### config.mk
export PLATFORM = sky130hd
export DESIGN_NAME = guard_reset_seq
export DESIGN_NICKNAME = d
export VERILOG_FILES = /design/src/rtl/grs_pkg.sv /design/src/rtl/grs_datapath.sv /design/src/rtl/grs_control.sv /design/src/rtl/guard_reset_seq.sv
export SDC_FILE = /design/constraint.sdc
export NUM_CORES = 1
export LEC_CHECK = 0
export BUFFER_PORTS_ARGS = -buffer_cell sky130_fd_sc_hd__buf_2
export CORE_AREA = 2 2 39 41
export CTS_BUF_LIST = sky130_fd_sc_hd__clkbuf_4 sky130_fd_sc_hd__clkbuf_8
export DETAILED_ROUTE_END_ITERATION = 10
export DIE_AREA = 0 0 41 43
export HOLD_SLACK_MARGIN = 0.08
export PLACE_DENSITY = 0.32
export SETUP_SLACK_MARGIN = 0.4
export SLEW_MARGIN = 20
export SYNTH_ARGS = -nofsm -noshare
export SYNTH_HDL_FRONTEND = slang
export SYNTH_HIERARCHICAL = 1
export SYNTH_SLANG_ARGS = --single-unit
### constraint.sdc
create_clock -name clk -period 3.4 [get_ports clk]
set_input_delay 1.02 -clock clk [delete_from_list [all_inputs] [get_ports clk]]
set_output_delay 1.02 -clock clk [all_outputs]
set_load 0.03 [all_outputs]
### src/rtl/grs_pkg.sv
package grs_pkg;
  localparam int BTN_COUNT  = 2;
  localparam int GUARD_IDX  = 0;
  localparam int ACTION_IDX = 1;
  localparam int STATE_W    = 2;

  typedef enum logic [STATE_W-1:0] {
    ST_IDLE  = 2'd0,
    ST_ARMED = 2'd1,
    ST_FIRED = 2'd2
  } seqState_t;

  // Edge strobes from datapath to control
  typedef struct packed {
    logic [BTN_COUNT-1:0] rise;
    logic [BTN_COUNT-1:0] fall;
  } btnEdges_t;

  // Strobes from control to datapath
  typedef struct packed {
    logic fire;
  } ctrlStrobes_t;
endpackage

### src/rtl/grs_datapath.sv
module grs_datapath
  import grs_pkg::*;
(
  input  logic                 clk,
  input  logic                 rstN,
  input  logic [BTN_COUNT-1:0] levels,
  input  ctrlStrobes_t         strobes,
  output btnEdges_t            edges,
  output logic                 resetReq
);
  logic [BTN_COUNT-1:0] prevLevel;

  always_ff @(posedge clk or negedge rstN) begin
    if (!rstN) prevLevel <= '0;
    else       prevLevel <= levels;
  end

  for (genvar i = 0; i < BTN_COUNT; i++) begin : g_edge
    assign edges.rise[i] = levels[i] & ~prevLevel[i];
    assign edges.fall[i] = ~levels[i] & prevLevel[i];
  end

  always_ff @(posedge clk or negedge rstN) begin
    if (!rstN) resetReq <= 1'b0;
    else       resetReq <= strobes.fire;
  end

  // the request never lasts more than one clock
  p_pulse_single_r5: assert property (@(posedge clk) disable iff (!rstN)
    resetReq |=> !resetReq);
endmodule

### src/rtl/grs_control.sv
module grs_control
  import grs_pkg::*;
(
  input  logic         clk,
  input  logic         rstN,
  input  btnEdges_t    edges,
  output ctrlStrobes_t strobes,
  output seqState_t    state
);
  seqState_t nextState;
  logic guardPress, guardRelease, actionPress;

  assign guardPress   = edges.rise[GUARD_IDX];
  assign guardRelease = edges.fall[GUARD_IDX];
  assign actionPress  = edges.rise[ACTION_IDX];

  always_comb begin
    nextState    = state;
    strobes.fire = 1'b0;
    case (state)
      ST_IDLE:  if (guardPress) nextState = ST_ARMED;
      ST_ARMED: begin
        if (guardRelease) nextState = ST_IDLE;
        else if (actionPress) begin
          nextState    = ST_FIRED;
          strobes.fire = 1'b1;
        end
      end
      ST_FIRED: if (guardRelease) nextState = ST_IDLE;
      default:  nextState = ST_IDLE;
    endcase
  end

  always_ff @(posedge clk or negedge rstN) begin
    if (!rstN) state <= ST_IDLE;
    else       state <= nextState;
  end

  p_state_legal_r1: assert property (@(posedge clk) disable iff (!rstN)
    state != 2'd3);
  p_idle_never_fires_r3: assert property (@(posedge clk) disable iff (!rstN)
    (state == ST_IDLE) |=> (state != ST_FIRED));
  p_release_wins_r6: assert property (@(posedge clk) disable iff (!rstN)
    (state == ST_ARMED && guardRelease) |=> (state == ST_IDLE));
  p_fired_exit_idle_r7: assert property (@(posedge clk) disable iff (!rstN)
    (state == ST_FIRED) |=> (state != ST_ARMED));
  p_no_refire_r8: assert property (@(posedge clk) disable iff (!rstN)
    (state == ST_FIRED) |-> !strobes.fire);
endmodule

### src/rtl/guard_reset_seq.sv
module guard_reset_seq
  import grs_pkg::*;
(
  input  logic               clk,
  input  logic               rstN,
  input  logic               guardBtn,
  input  logic               actionBtn,
  output logic               resetReq,
  output logic [STATE_W-1:0] stateOut
);
  logic [BTN_COUNT-1:0] levels;
  btnEdges_t    edges;
  ctrlStrobes_t strobes;
  seqState_t    state;

  always_comb begin
    levels             = '0;
    levels[GUARD_IDX]  = guardBtn;
    levels[ACTION_IDX] = actionBtn;
  end

  grs_datapath u_datapath (
    .clk(clk), .rstN(rstN), .levels(levels), .strobes(strobes),
    .edges(edges), .resetReq(resetReq)
  );

  grs_control u_control (
    .clk(clk), .rstN(rstN), .edges(edges), .strobes(strobes), .state(state)
  );

  assign stateOut = state;

  // a request coincides with the first cycle of fired, entered from armed
  p_pulse_enters_fired_r5: assert property (@(posedge clk) disable iff (!rstN)
    resetReq |-> (stateOut == 2'd2 && $past(stateOut) == 2'd1));
endmodule

* Yosys cells after proc, flatten, opt, wreduce, memory -nomap -nowiden
Cells that the tools add are included.
** Storage, ports and cells
- Flip-flop bits (word level) :: 5
- Input port bits :: 4
- Output and inout bits :: 3
- Logic and storage cells :: 24
** Cells by class
- Equal/unequal tests :: 5
- Multiplexer cells :: 8
- Bitwise logic cells :: 6
- Reduce and logical (&&, ||, !) cells :: 2
** Operators by type and width (number)
- $mux W2 :: 4
- $pmux W2 S3 :: 1
- $ne A2 B1 Y1 const B :: 2
- $and A1 B1 Y1 :: 3
- $mux W1 :: 3
- $ne A3 B1 Y1 const B :: 1
- $not A1 Y1 :: 3
- $reduce_and A3 Y1 :: 1
- $eq A2 B1 Y1 const B :: 1
- $eq A2 B2 Y1 const B :: 1
- $logic_not A2 Y1 :: 1

* Depth between registers and ports, before layout
Gate-level depths: netlist of the first run.
- Depth after elaboration :: 5
- Mapped depth :: 3
- Depth with buffers taken out :: 3

* Cells and area by module
Netlist of the first run, hierarchy kept.
** Modules (own cells, without submodules)
- grs_datapath :: instances 1, cells an instance 7, area an instance 110.1 um2, seq. area each 75.1 um2
- grs_control :: instances 1, cells an instance 8, area an instance 98.8 um2, seq. area each 50.0 um2

* Worst setup path after synthesis of the first run
Ideal clock, no wire load.
- Kind :: input -> register
- Start :: input port guardBtn
- End :: register u_control.state[0]
- Setup time :: 80 ps
- Data arrival time :: 1705 ps
- Data required time :: 3320 ps
- Setup slack :: 1615 ps
- Stages :: 3
- Path buffers :: 0
- Path through :: and2b_2 or3b_1 a21oi_1
** Between the ends
- Cells in the longest elaborated chain, start to end :: 4
- Elaborated cells between the ends (all ways) :: 9
- Those cells by class :: eq/ne: 3; mux: 2; bitwise: 3; reduce/logical: 1
** RTL lines
- from (decl) :: line guard_reset_seq.sv:6 : input logic guardBtn,
- $not A1 Y1 :: line grs_datapath.sv:20 : assign edges.fall[i] = ~levels[i] & prevLevel[i];
- $and A1 B1 Y1 :: line grs_datapath.sv:20
- $ne A3 B1 Y1 (no line), or another cell as far along
- $reduce_and A3 Y1 (no line) or $pmux W2 S3 (tied branches)
- to (signal assigned) :: line grs_control.sv:36 : else state <= nextState;
- to (decl) :: line grs_control.sv:8 : output seqState_t state
Several ways; a longest one is shown, not always the timed one.
A chain may end at the register's enable or synchronous reset.

* Final worst setup path of the first run
- Start :: register u_control.state[0]
- End :: output port stateOut[0]
** RTL lines
- to (decl) :: line guard_reset_seq.sv:9 : output logic [STATE_W-1:0] stateOut
No word-level cell between the ends.

==> summary by stage, run 1 <==
Run status
The run finished with clean final reports.

STA
Across all setup checks in the final design, the least slack found is 1.55 ns. The count of pins over their slew limit is 0. At the pin with the least slew margin, the transition time is 0.155 ns. The worst clock skew on the final layout is 0.00128 ns. The share of the cycle needed by the critical path after routing is 54.3%. Setup violations remaining at the end of the flow were counted as 0.

The shortest period the worst path allows is 1.85 ns. Timing would allow up to 542 MHz. The relative max-transition margin is 89.7%.

Setup repair after global routing left no endpoint under its margin. The final-layout worst hold slack is 0.458 ns. The hold violation count in the final report is 0. The accumulated negative setup slack is 0 ns.

Power and ir drop
The power per cell area is 625 mW/mm². The fraction of power consumed by sequential logic is 40.2%. Of the total power, the clock network draws 42.8%. The worst IR drop on VDD is 167 µV. The standby leakage power is 0.000143 µW.

The internal power is 131 µW. For this design the total switching power over the nets is 44.5 µW. The combinational group share of total power is 17.0%. The switching share of power is 25.4%.

Synth
After synthesis, the mean cell area works out to 14.3 µm². Synthesis produced 14 cells. Yosys printed 6 warnings. Synthesis produced a netlist with a net count of 18. In this run the cell area of the synthesized design comes to 200 µm².

Layout
Summing all non-filler instances in the final layout gives an area of 280 µm². For this run, the share of the core covered by cells in the final layout is 20.3%. The proportion of layout cells with a drive suffix above 1 is 58.3%. From synthesis to final layout, the design area changed by 40.0%. The final-layout fill cell count is 152.

The repair_antennas step left the layout with diodes totalling 0. After the last flow step, the layout net total stands at 29.

Floorplanning
The die covers 0.00176 mm². The die is 41 µm wide. The starting density of the core is 14.5%. The core region is 0.00138 mm². The number of placement rows is 14.

The die is 43 µm tall. The total I/O pin count is 7.

Worst setup path
STA classifies the critical path startpoint as a register. The worst path required time is 2.38 ns. The peak fanout along the critical path is 5. The critical path goes through buf_2.

The count of buffer and inverter cells on the critical path is 1. The kind of critical path is register to output pin. The critical path's slowest cell is sky130_fd_sc_hd__dfrtp_1. The cell family with the largest share of critical-path delay is flip-flops. The worst setup path is captured at an output pin. The arrival time at the worst endpoint is 0.83 ns.

The delay of the slowest cell on the worst path is 0.38 ns.

Drt
For this run, the detailed router's first-pass iteration total came to 1. For this block, the initial DRC count from the detailed router was 0. The antenna violation net count after detailed routing is 0. The wire length reported by the detailed router is 337 µm. The via-per-instance ratio is 3.30.

Dividing the detail-routed wire length by the instance count gives 8.43 µm. The routed via count is 132. After detailed routing, the number of remaining DRC violations is 0.

Global routing
The total overflow reported by the global router is 0. The pin count of the biggest net entering global routing is 6. The via count of the first global-routing pass was 134. The initial antenna violation count is 0. The first global-routing pass estimated 531 µm of wire.

The aggregate global-route resource usage is 5.15%.

Clocking
The worst-case clock buffer depth is 2. After clock tree synthesis, the repair step resized 0 gates. The later pin in the worst-skew pair is clocked with a latency of 0.24 ns. Clock-pin slew was measured on the worst setup and hold paths at 0.04 ns.

The number of H-tree branching levels is 1. For this design, the CTS-stage hold fixing added 0 buffers. In this run, CTS created clock tree buffers numbering 3. Clock tree synthesis selected as its root buffer the cell sky130_fd_sc_hd__clkbuf_4.

TritonCTS built the clock tree. The post-CTS setup-driven buffer insertion count is 0. For this design, the sink count on the clock tree is 5.

Job
The tool flagged a number of max-cap violations equal to 0.

Placement
Timing analysis after detailed placement gives a worst setup slack of 1.46 ns. The count of buffers added on input and output ports is 6. The placed standard-cell area is 250 µm². The routability congestion estimate is 0.660.

Worst hold path
In this run the worst hold path is classified as register to register.
registers in the layout, summed over array words and instances, names as in the netlist:
register              count
u_datapath/resetReq       1
u_control/state           2
u_datapath/prevLevel      2
path summary, 6_finish.rpt:
check	from	end	slack, ns	cells past startpoint
max in group asynchronous	rstN	u_control/state[1]$_DFFE_PN0P_	2.68	1
worst max-delay path	u_control/state[0]$_DFFE_PN0P_	stateOut[0]	1.55	1
worst max register to register	u_datapath/prevLevel[0]$_DFF_PN0_	u_control/state[0]$_DFFE_PN0P_	2.24	3
worst min register to register	u_control/state[1]$_DFFE_PN0P_	u_control/state[0]$_DFFE_PN0P_	0.46	1
worst min-delay path	u_control/state[1]$_DFFE_PN0P_	u_control/state[0]$_DFFE_PN0P_	0.46	1
min in group asynchronous	rstN	u_datapath/prevLevel[0]$_DFF_PN0_	0.59	1
per-layer routing:
layer  part of all wire, %  GRT usage, %  vias up  wire (µm)
li1                      -             -       66          -
met1                    47          5.57       59        158
met2                    40          5.94        7        134
met3                    13          6.28        0         43
met4                     0          2.00        0          0
met5                     0             0        -          0
power groups by stage:
stage	logic, µW	clock network, µW	registers [µW]
after floorplan	9.97	0	81.2
after global placement	30.2	0	71.5
after detailed placement	30.2	0	71.6
after CTS	30.4	79.3	70.8
after global routing	31.8	85.0	71.4
final	29.7	75.0	70.5
cell type report:
cell class | count | area, µm² | area share [%]
Clock buffer | 4 | 30.0 | 10.7
Tap cell | 16 | 20.0 | 7.14
Multi-Input combinational cell | 9 | 75.1 | 26.8
Sequential cell | 5 | 125 | 44.6
Timing Repair Buffer | 6 | 30.0 | 10.7
cell usage in the layout (no fill, tap or decap), drive strengths merged:
master / n
clkbuf: 4
dfrtp: 5
or3b: 1
and2b: 3
nor3b: 1
nand2b: 1
a21oi: 1
or2: 1
and4bb: 1
buf: 6
metrics by stage:
step	total power [µW]	instances
3_3_place_gp	102	36
5_1_grt	188	40
3_5_place_dp	102	36
4_1_cts	180	40
2_1_floorplan	91.2	14
6_report	175	40
(Power assumes the default switching activity.)
==> run 2: changes to the inputs <==
==> constraint.sdc (replaced) <==
create_clock -name clk -period 1.7 [get_ports clk]
set_input_delay 0.51 -clock clk [delete_from_list [all_inputs] [get_ports clk]]
set_output_delay 0.51 -clock clk [all_outputs]
set_load 0.03 [all_outputs]
==> summary by stage, run 2 (synthesis results as in run 1) <==
Layout
The number of nets in the layout is 32. Once layout is done, the placed cells without fillers occupy 318 µm². The area added between synthesis and finish is 58.8%.

In the final layout, the share of cells above drive strength 1 is 59.3%. The library cells used most frequently in the layout, excluding fill and tap cells, are 5 x sky130_fd_sc_hd__dfrtp_1, 4 x sky130_fd_sc_hd__clkbuf_4, 4 x sky130_fd_sc_hd__buf_2. The antenna cell count is 0. The most common cell after layout, fill and taps aside is sky130_fd_sc_hd__dfrtp_1. In the final layout, the registers with the most flip-flops are u_control/state: 2 flops, u_datapath/prevLevel: 2 flops, u_datapath/resetReq: 1 flops.

Drt
The detail route stage leaves a number of antenna-violating nets equal to 0. The final routed DRC violation total is 0. The first routing iteration left 4 violations. Summing over every cut layer, the via total after detailed routing is 149. Dividing the detail-routed wire length by the instance count gives 8.53 µm.

The via-per-instance ratio is 3.47. The length of the first detailed-routing pass in iterations is 2. The wire length reported by the detailed router is 367 µm.

Power and ir drop
The standby leakage power is 0.000160 µW. IR analysis of the VDD net gives a maximum drop of 359 µV. The power per cell area is 1190 mW/mm².

Clocking
The clock sink count is 5. CTS placed an instance of sky130_fd_sc_hd__clkbuf_4 at the clock tree root. The later-pin clock latency in the skew report is 0.24 ns.

The clock passes through at most 2 buffers. After clock tree synthesis, the clock-pin slew on the worst setup and hold paths is 0.04 ns. In this run, CTS created clock tree buffers numbering 3. CTS built an H-tree with a depth of 1. The clock tree from TritonCTS is done.

STA
The transition time at the pin with the least slew margin is 0.155 ns. The hold violation count in the final report is 0. The count of pins over their slew limit is 0.

Setup repair after global routing could not meet its margin everywhere. For the finished layout, the period the worst path requires is 1.28 ns. Based on the critical path, the design can be clocked at up to 780 MHz. The accumulated negative setup slack is 0 ns. Setup violations remaining at the end of the flow were counted as 0. Headroom to the max-slew limit came out at 89.7%. The final-layout worst hold slack is 0.394 ns.

Between clock sinks in the finished design, the worst skew comes to 0.00139 ns. The share of the cycle needed by the critical path after routing is 75.4%.

Floorplanning
In this run the core area contains 14 standard-cell rows. The vertical die dimension is 43 µm. The total I/O pin count is 7. The core region is 0.00138 mm².

The full die area is 0.00176 mm². The initial utilization of the core area, before any placement, comes to 14.5%. From left edge to right edge, the die measures 41 µm.

Worst hold path
The path class of the lowest-slack min-delay path is primary input to register. The startpoint identified for the worst hold timing path is actionBtn.

Global routing
The initial antenna violation count was 0. Summed over all layers, the global routing overflow is 0. Entering global routing, the biggest net connects 6 pins. The first global-routing pass estimated 634 µm of wire. The aggregate global-route resource usage is 5.86%.

The via count of the first global-routing pass is 146.

Worst setup path
The kind of critical path is register to output pin. The delay of the slowest cell on the worst path is 0.39 ns. At the worst endpoint, the required time is 1.19 ns. The startpoint of the most critical register-to-register path is u_datapath/prevLevel[0]$_DFF_PN0_. Counting both buffers and inverters, the worst setup path holds a total of 1. The critical path launch point is u_control/state[0]$_DFFE_PN0P_.

In this run the worst path has a maximum fanout of 2. The startpoint kind of the worst setup timing path is a register. The critical path goes through buf_6. The cell family with the largest share of critical-path delay is flip-flops. Among all stages on the critical path, the largest delay is contributed by sky130_fd_sc_hd__dfrtp_1. The nature of the critical path endpoint is an output pin. Data arrives at the worst endpoint at 0.77 ns.

Job
The max-cap check violation count is 0.

Placement
Input and output buffers added on the ports amount to 6. Once placement finished, the instance area stood at 250 µm². The congestion estimate from routability-driven global placement came to 0.600.

Run status
The flow ran to the end, and the final reports show no timing, DRC or antenna violations.
[run 2: cell count changes in the layout (fill, tap and decap cells not counted)]
cell                            delta
sky130_fd_sc_hd__dlygate4sd3_1     +1
sky130_fd_sc_hd__buf_4             +2
sky130_fd_sc_hd__buf_2             -2
sky130_fd_sc_hd__buf_6             +2
[run 2: what timing repair did]
| item | 4_1_cts | 5_1_grt |
|---|---|---|
| hold endpoints to repair | 5 | 0 |
| hold buffers | 1 | 0 |
| cloned | 0 | 0 |
| resized for setup | 4 | 0 |
| pin swaps | 0 | 0 |
| setup endpoints to repair | 2 | 1 |
| buffers inserted | 2 | 0 |
[run 2: path summary, 6_finish.rpt]
kind                                                endpoint  slack (ns)  depth (start not counted)
hold / removal             u_datapath/prevLevel[1]$_DFF_PN0_        0.39                          1
setup reg to reg              u_control/state[0]$_DFFE_PN0P_        0.55                          3
setup / recovery                                 stateOut[0]        0.42                          1
max in group asynchronous  u_datapath/prevLevel[1]$_DFF_PN0_        0.95                          2
min in group asynchronous     u_control/state[0]$_DFFE_PN0P_        0.61                          2
hold reg to reg               u_control/state[0]$_DFFE_PN0P_        0.55                          2
[run 2: power breakdown]
part | switching [µW] | internal (µW) | leakage [µW]
logic | 41.9 | 47.3 | 0.0000785
clock network | 46.2 | 104 | 0.0000184
registers | 7.66 | 132 | 0.0000634
total | 95.8 | 284 | 0.000160
[run 2: layout make-up]
class                           count  area [µm²]
Fill cell                         160        1070
Sequential cell                     5         125
Multi-Input combinational cell      9        75.1
Timing Repair Buffer                9        67.6
Clock buffer                        4        30.0
Tap cell                           16        20.0
[run 2: per-layer routing]
metal | global-route usage (%) | part of all wire (%) | up-vias
met1 | 6.91 | 42 | 71
li1 | - | - | 73
met5 | 0 | 0 | -
met2 | 6.88 | 49 | 5
met4 | 4.00 | 0 | 0
met3 | 4.71 | 9.3 | 0
[run 2: per-stage QoR]
stage	util, %	instances	setup slack (ns)	total power (µW)
6_report	23.0	43	0.417	380
5_1_grt	23.0	43	0.380	404
3_3_place_gp	18.1	36	0.295	203
4_1_cts	23.0	43	0.407	388
3_5_place_dp	18.1	36	0.276	204
2_1_floorplan	-	14	0.425	182
==> run 3: changes to the inputs <==
--- a/config.mk
+++ b/config.mk
@@ -11,7 +11,7 @@
 export DETAILED_ROUTE_END_ITERATION = 10
 export DIE_AREA = 0 0 41 43
 export HOLD_SLACK_MARGIN = 0.08
-export PLACE_DENSITY = 0.32
+export PLACE_DENSITY = 0.33
 export SETUP_SLACK_MARGIN = 0.4
 export SLEW_MARGIN = 20
 export SYNTH_ARGS = -nofsm -noshare
==> constraint.sdc (replaced) <==
create_clock -name clk -period 1.1 [get_ports clk]
set_input_delay 0.33 -clock clk [delete_from_list [all_inputs] [get_ports clk]]
set_output_delay 0.33 -clock clk [all_outputs]
set_load 0.03 [all_outputs]
==> summary by stage, run 3 (synthesis results as in run 1) <==
Placement
The count of buffers from port buffering is 6. The placed cell count is 37. OpenSTA, run right after detailed placement, puts the worst setup slack at -0.0984 ns. The congestion estimate from routability-driven global placement came to 0.614.

Worst setup path
The peak fanout along the critical path is 2. The minimum setup slack among reg-to-reg paths is -0.01 ns. Following the worst setup path forward leads to its endpoint at stateOut[0]. The worst register-to-register path has a depth of 3. The critical path launch point is u_control/state[0]$_DFFE_PN0P_.

The arrival time at the worst endpoint is 0.80 ns. STA classifies the critical path endpoint as an output pin. STA classifies the critical path startpoint as a register. The setup path with the least slack is of type register to output pin. The count of buffer and inverter cells on the critical path is 1.

The worst register-to-register path begins at u_datapath/prevLevel[0]$_DFF_PN0_. In this run the number of cells on the critical path is 1. The worst path required time is 0.77 ns. The cell family with the largest share of critical-path delay is flip-flops. The critical register-to-register path endpoint is u_control/state[0]$_DFFE_PN0P_. Walking the worst path, the cells encountered are buf_6.

On the critical path, the stage with the largest delay is an instance of sky130_fd_sc_hd__dfrtp_2. The delay of the slowest cell on the worst path is 0.41 ns.

Layout
For this run, the share of the core covered by cells in the final layout is 26.4%. Cells with a size suffix above 1 make up 83.3% of the layout. Relative to the synthesized area, the layout overhead comes to 82.5%. The largest registers in the layout are u_control/state: 2 flops, u_datapath/prevLevel: 2 flops, u_datapath/resetReq: 1 flops. In the layout the commonest cells are 4 x sky130_fd_sc_hd__clkbuf_4, 4 x sky130_fd_sc_hd__buf_6, 4 x sky130_fd_sc_hd__buf_4. The number of nets in the layout is 35. The final instance count without filler cells is 46. The repair_antennas step left the layout with diodes totalling 0.

Run status
The checks that failed: setup timing. The flow ran to the end, but the final reports show violations.

Worst hold path
The tightest min-delay check is of the primary input to register type. Along the worst hold path, the cell count comes to 1.

Clocking
The clock transition at the registers of the reported paths is 0.05 ns. CTS placed an instance of sky130_fd_sc_hd__clkbuf_4 at the clock tree root. CTS built an H-tree with a depth of 1. TritonCTS built the clock tree. Clock latency on the worst-skew pair, taken at its later pin, is 0.24 ns.

The clock sink count is 5. The clock passes through at most 2 buffers. The number of buffers created by CTS is 3.

STA
The share of the cycle needed by the critical path after routing is 102%. Headroom to the max-slew limit came out at 91.9%. Setup repair after global routing could not meet its margin everywhere.

On the final layout, the worst clock skew is 0.00690 ns. In the final timing run, aggregate negative setup slack is -0.0442 ns. The hold violation count in the final report was 0. The count of pins over their slew limit came to 0. The slack of the critical path is -0.0255 ns. The transition time at the pin with the least slew margin is 0.121 ns.

The shortest period the worst path allows is 1.13 ns. Timing would allow up to 889 MHz. The final setup violation count is 3.

Power and ir drop
Cell internal power was estimated by the tool at 472 µW. The share of total power dissipated in combinational logic is 27.7%. The power per cell area is 1720 mW/mm². Per report_power, the clock group accounts for 37.3% of the total.

The worst IR drop on VDD is 712 µV. The switching power is 158 µW. The standby leakage power is 0.000177 µW. The total power consumption of the routed design is 630 µW. The fraction of power consumed by sequential logic is 35.0%. The switching share of power is 25.1%.

Global routing
Entering global routing, the biggest net connects 6 pins. The via count of the first global-routing pass is 188. The total overflow reported by the global router is 0. The aggregate global-route resource usage is 7.44%. The wire length of the first global-routing pass is 765 µm. The initial antenna violation count came to 0.

Floorplanning
The number of placement rows is 14. 7 I/O pins were placed. The core area is 0.00138 mm². The floorplan step set the die width to 41 µm. The full die area is 0.00176 mm². The initial utilization of the core area, before any placement, comes to 14.5%. The vertical die dimension is 43 µm.

Drt
The antenna violation net count after detailed routing is 0. The count of routing violations after the opening detailed-route iteration is 0. The via-per-instance ratio is 3.61. The routed via count is 166. For this run, design rule violations remaining after detail routing come to 0. In the final routed layout, each cell accounts on average for 8.57 µm. For this run, the detailed router's first-pass iteration total came to 1.

After detailed routing, the total wire length is 394 µm.

Job
The max-cap check violation count is 0.
-- run 3: cell types whose count changed in the layout (fill, tap and decap cells not counted) --
cell,delta
sky130_fd_sc_hd__a21oi_1,-1
sky130_fd_sc_hd__a21oi_2,+1
sky130_fd_sc_hd__buf_2,-1
sky130_fd_sc_hd__buf_4,+2
sky130_fd_sc_hd__buf_6,+2
sky130_fd_sc_hd__dfrtp_1,-3
sky130_fd_sc_hd__dfrtp_2,+3
sky130_fd_sc_hd__nor3b_1,-1
sky130_fd_sc_hd__nor3b_2,+1
sky130_fd_sc_hd__or3b_1,-1
sky130_fd_sc_hd__or3b_4,+1
-- run 3: power by group through the flow --
stage          Sequential (µW)  Clock [µW]  Combinational, µW
6_report                   220         235                175
5_1_grt                    222         268                191
4_1_cts                    218         248                146
3_5_place_dp               225           0               94.3
3_3_place_gp               223           0               94.4
2_1_floorplan              255           0               30.7
-- run 3: routing by layer --
layer  track usage [%]  part of all wire, %  up-vias
met5                 0                    0        -
met1              6.45                   39       77
met2              9.38                   48       10
met3              9.42                   13        0
li1                  -                    -       79
met4              4.00                    0        0
-- run 3: how the worst min path moves through the flow --
stage / slack (ns) / from / to
after global placement: 0.15 / rstN / u_datapath/prevLevel[1]$_DFF_PN0_
after global routing: 0.21 / guardBtn / u_datapath/prevLevel[0]$_DFF_PN0_
after floorplan: 0.03 / rstN / u_control/state[0]$_DFFE_PN0P_
after CTS: 0.21 / guardBtn / u_datapath/prevLevel[0]$_DFF_PN0_
after detailed placement: 0.15 / rstN / u_datapath/prevLevel[1]$_DFF_PN0_
final: 0.22 / guardBtn / u_datapath/prevLevel[0]$_DFF_PN0_
-- run 3: final cells by class --
class | instances | area [µm²]
fill | 153 | 1020
clock buffer | 4 | 30.0
sequential | 5 | 129
tap | 16 | 20.0
timing repair buffer | 12 | 100
multi-input combinational | 9 | 86.3
-- run 3: through the flow --
stage / hold WS [ns] / area, µm²
floorplan: 0.0344 / 204
global placement: 0.154 / 262
detailed placement: 0.154 / 262
CTS: 0.213 / 343
global route: 0.212 / 365
finish: 0.225 / 365
-- run 3: what timing repair did --
action                                  CTS  global route
hold buffers                              1             0
gates resized for setup                   6             4
hold endpoints to repair                  5             0
pin swaps                                 1             0
endpoints found under the setup margin    6             6
buffers inserted                          3             1
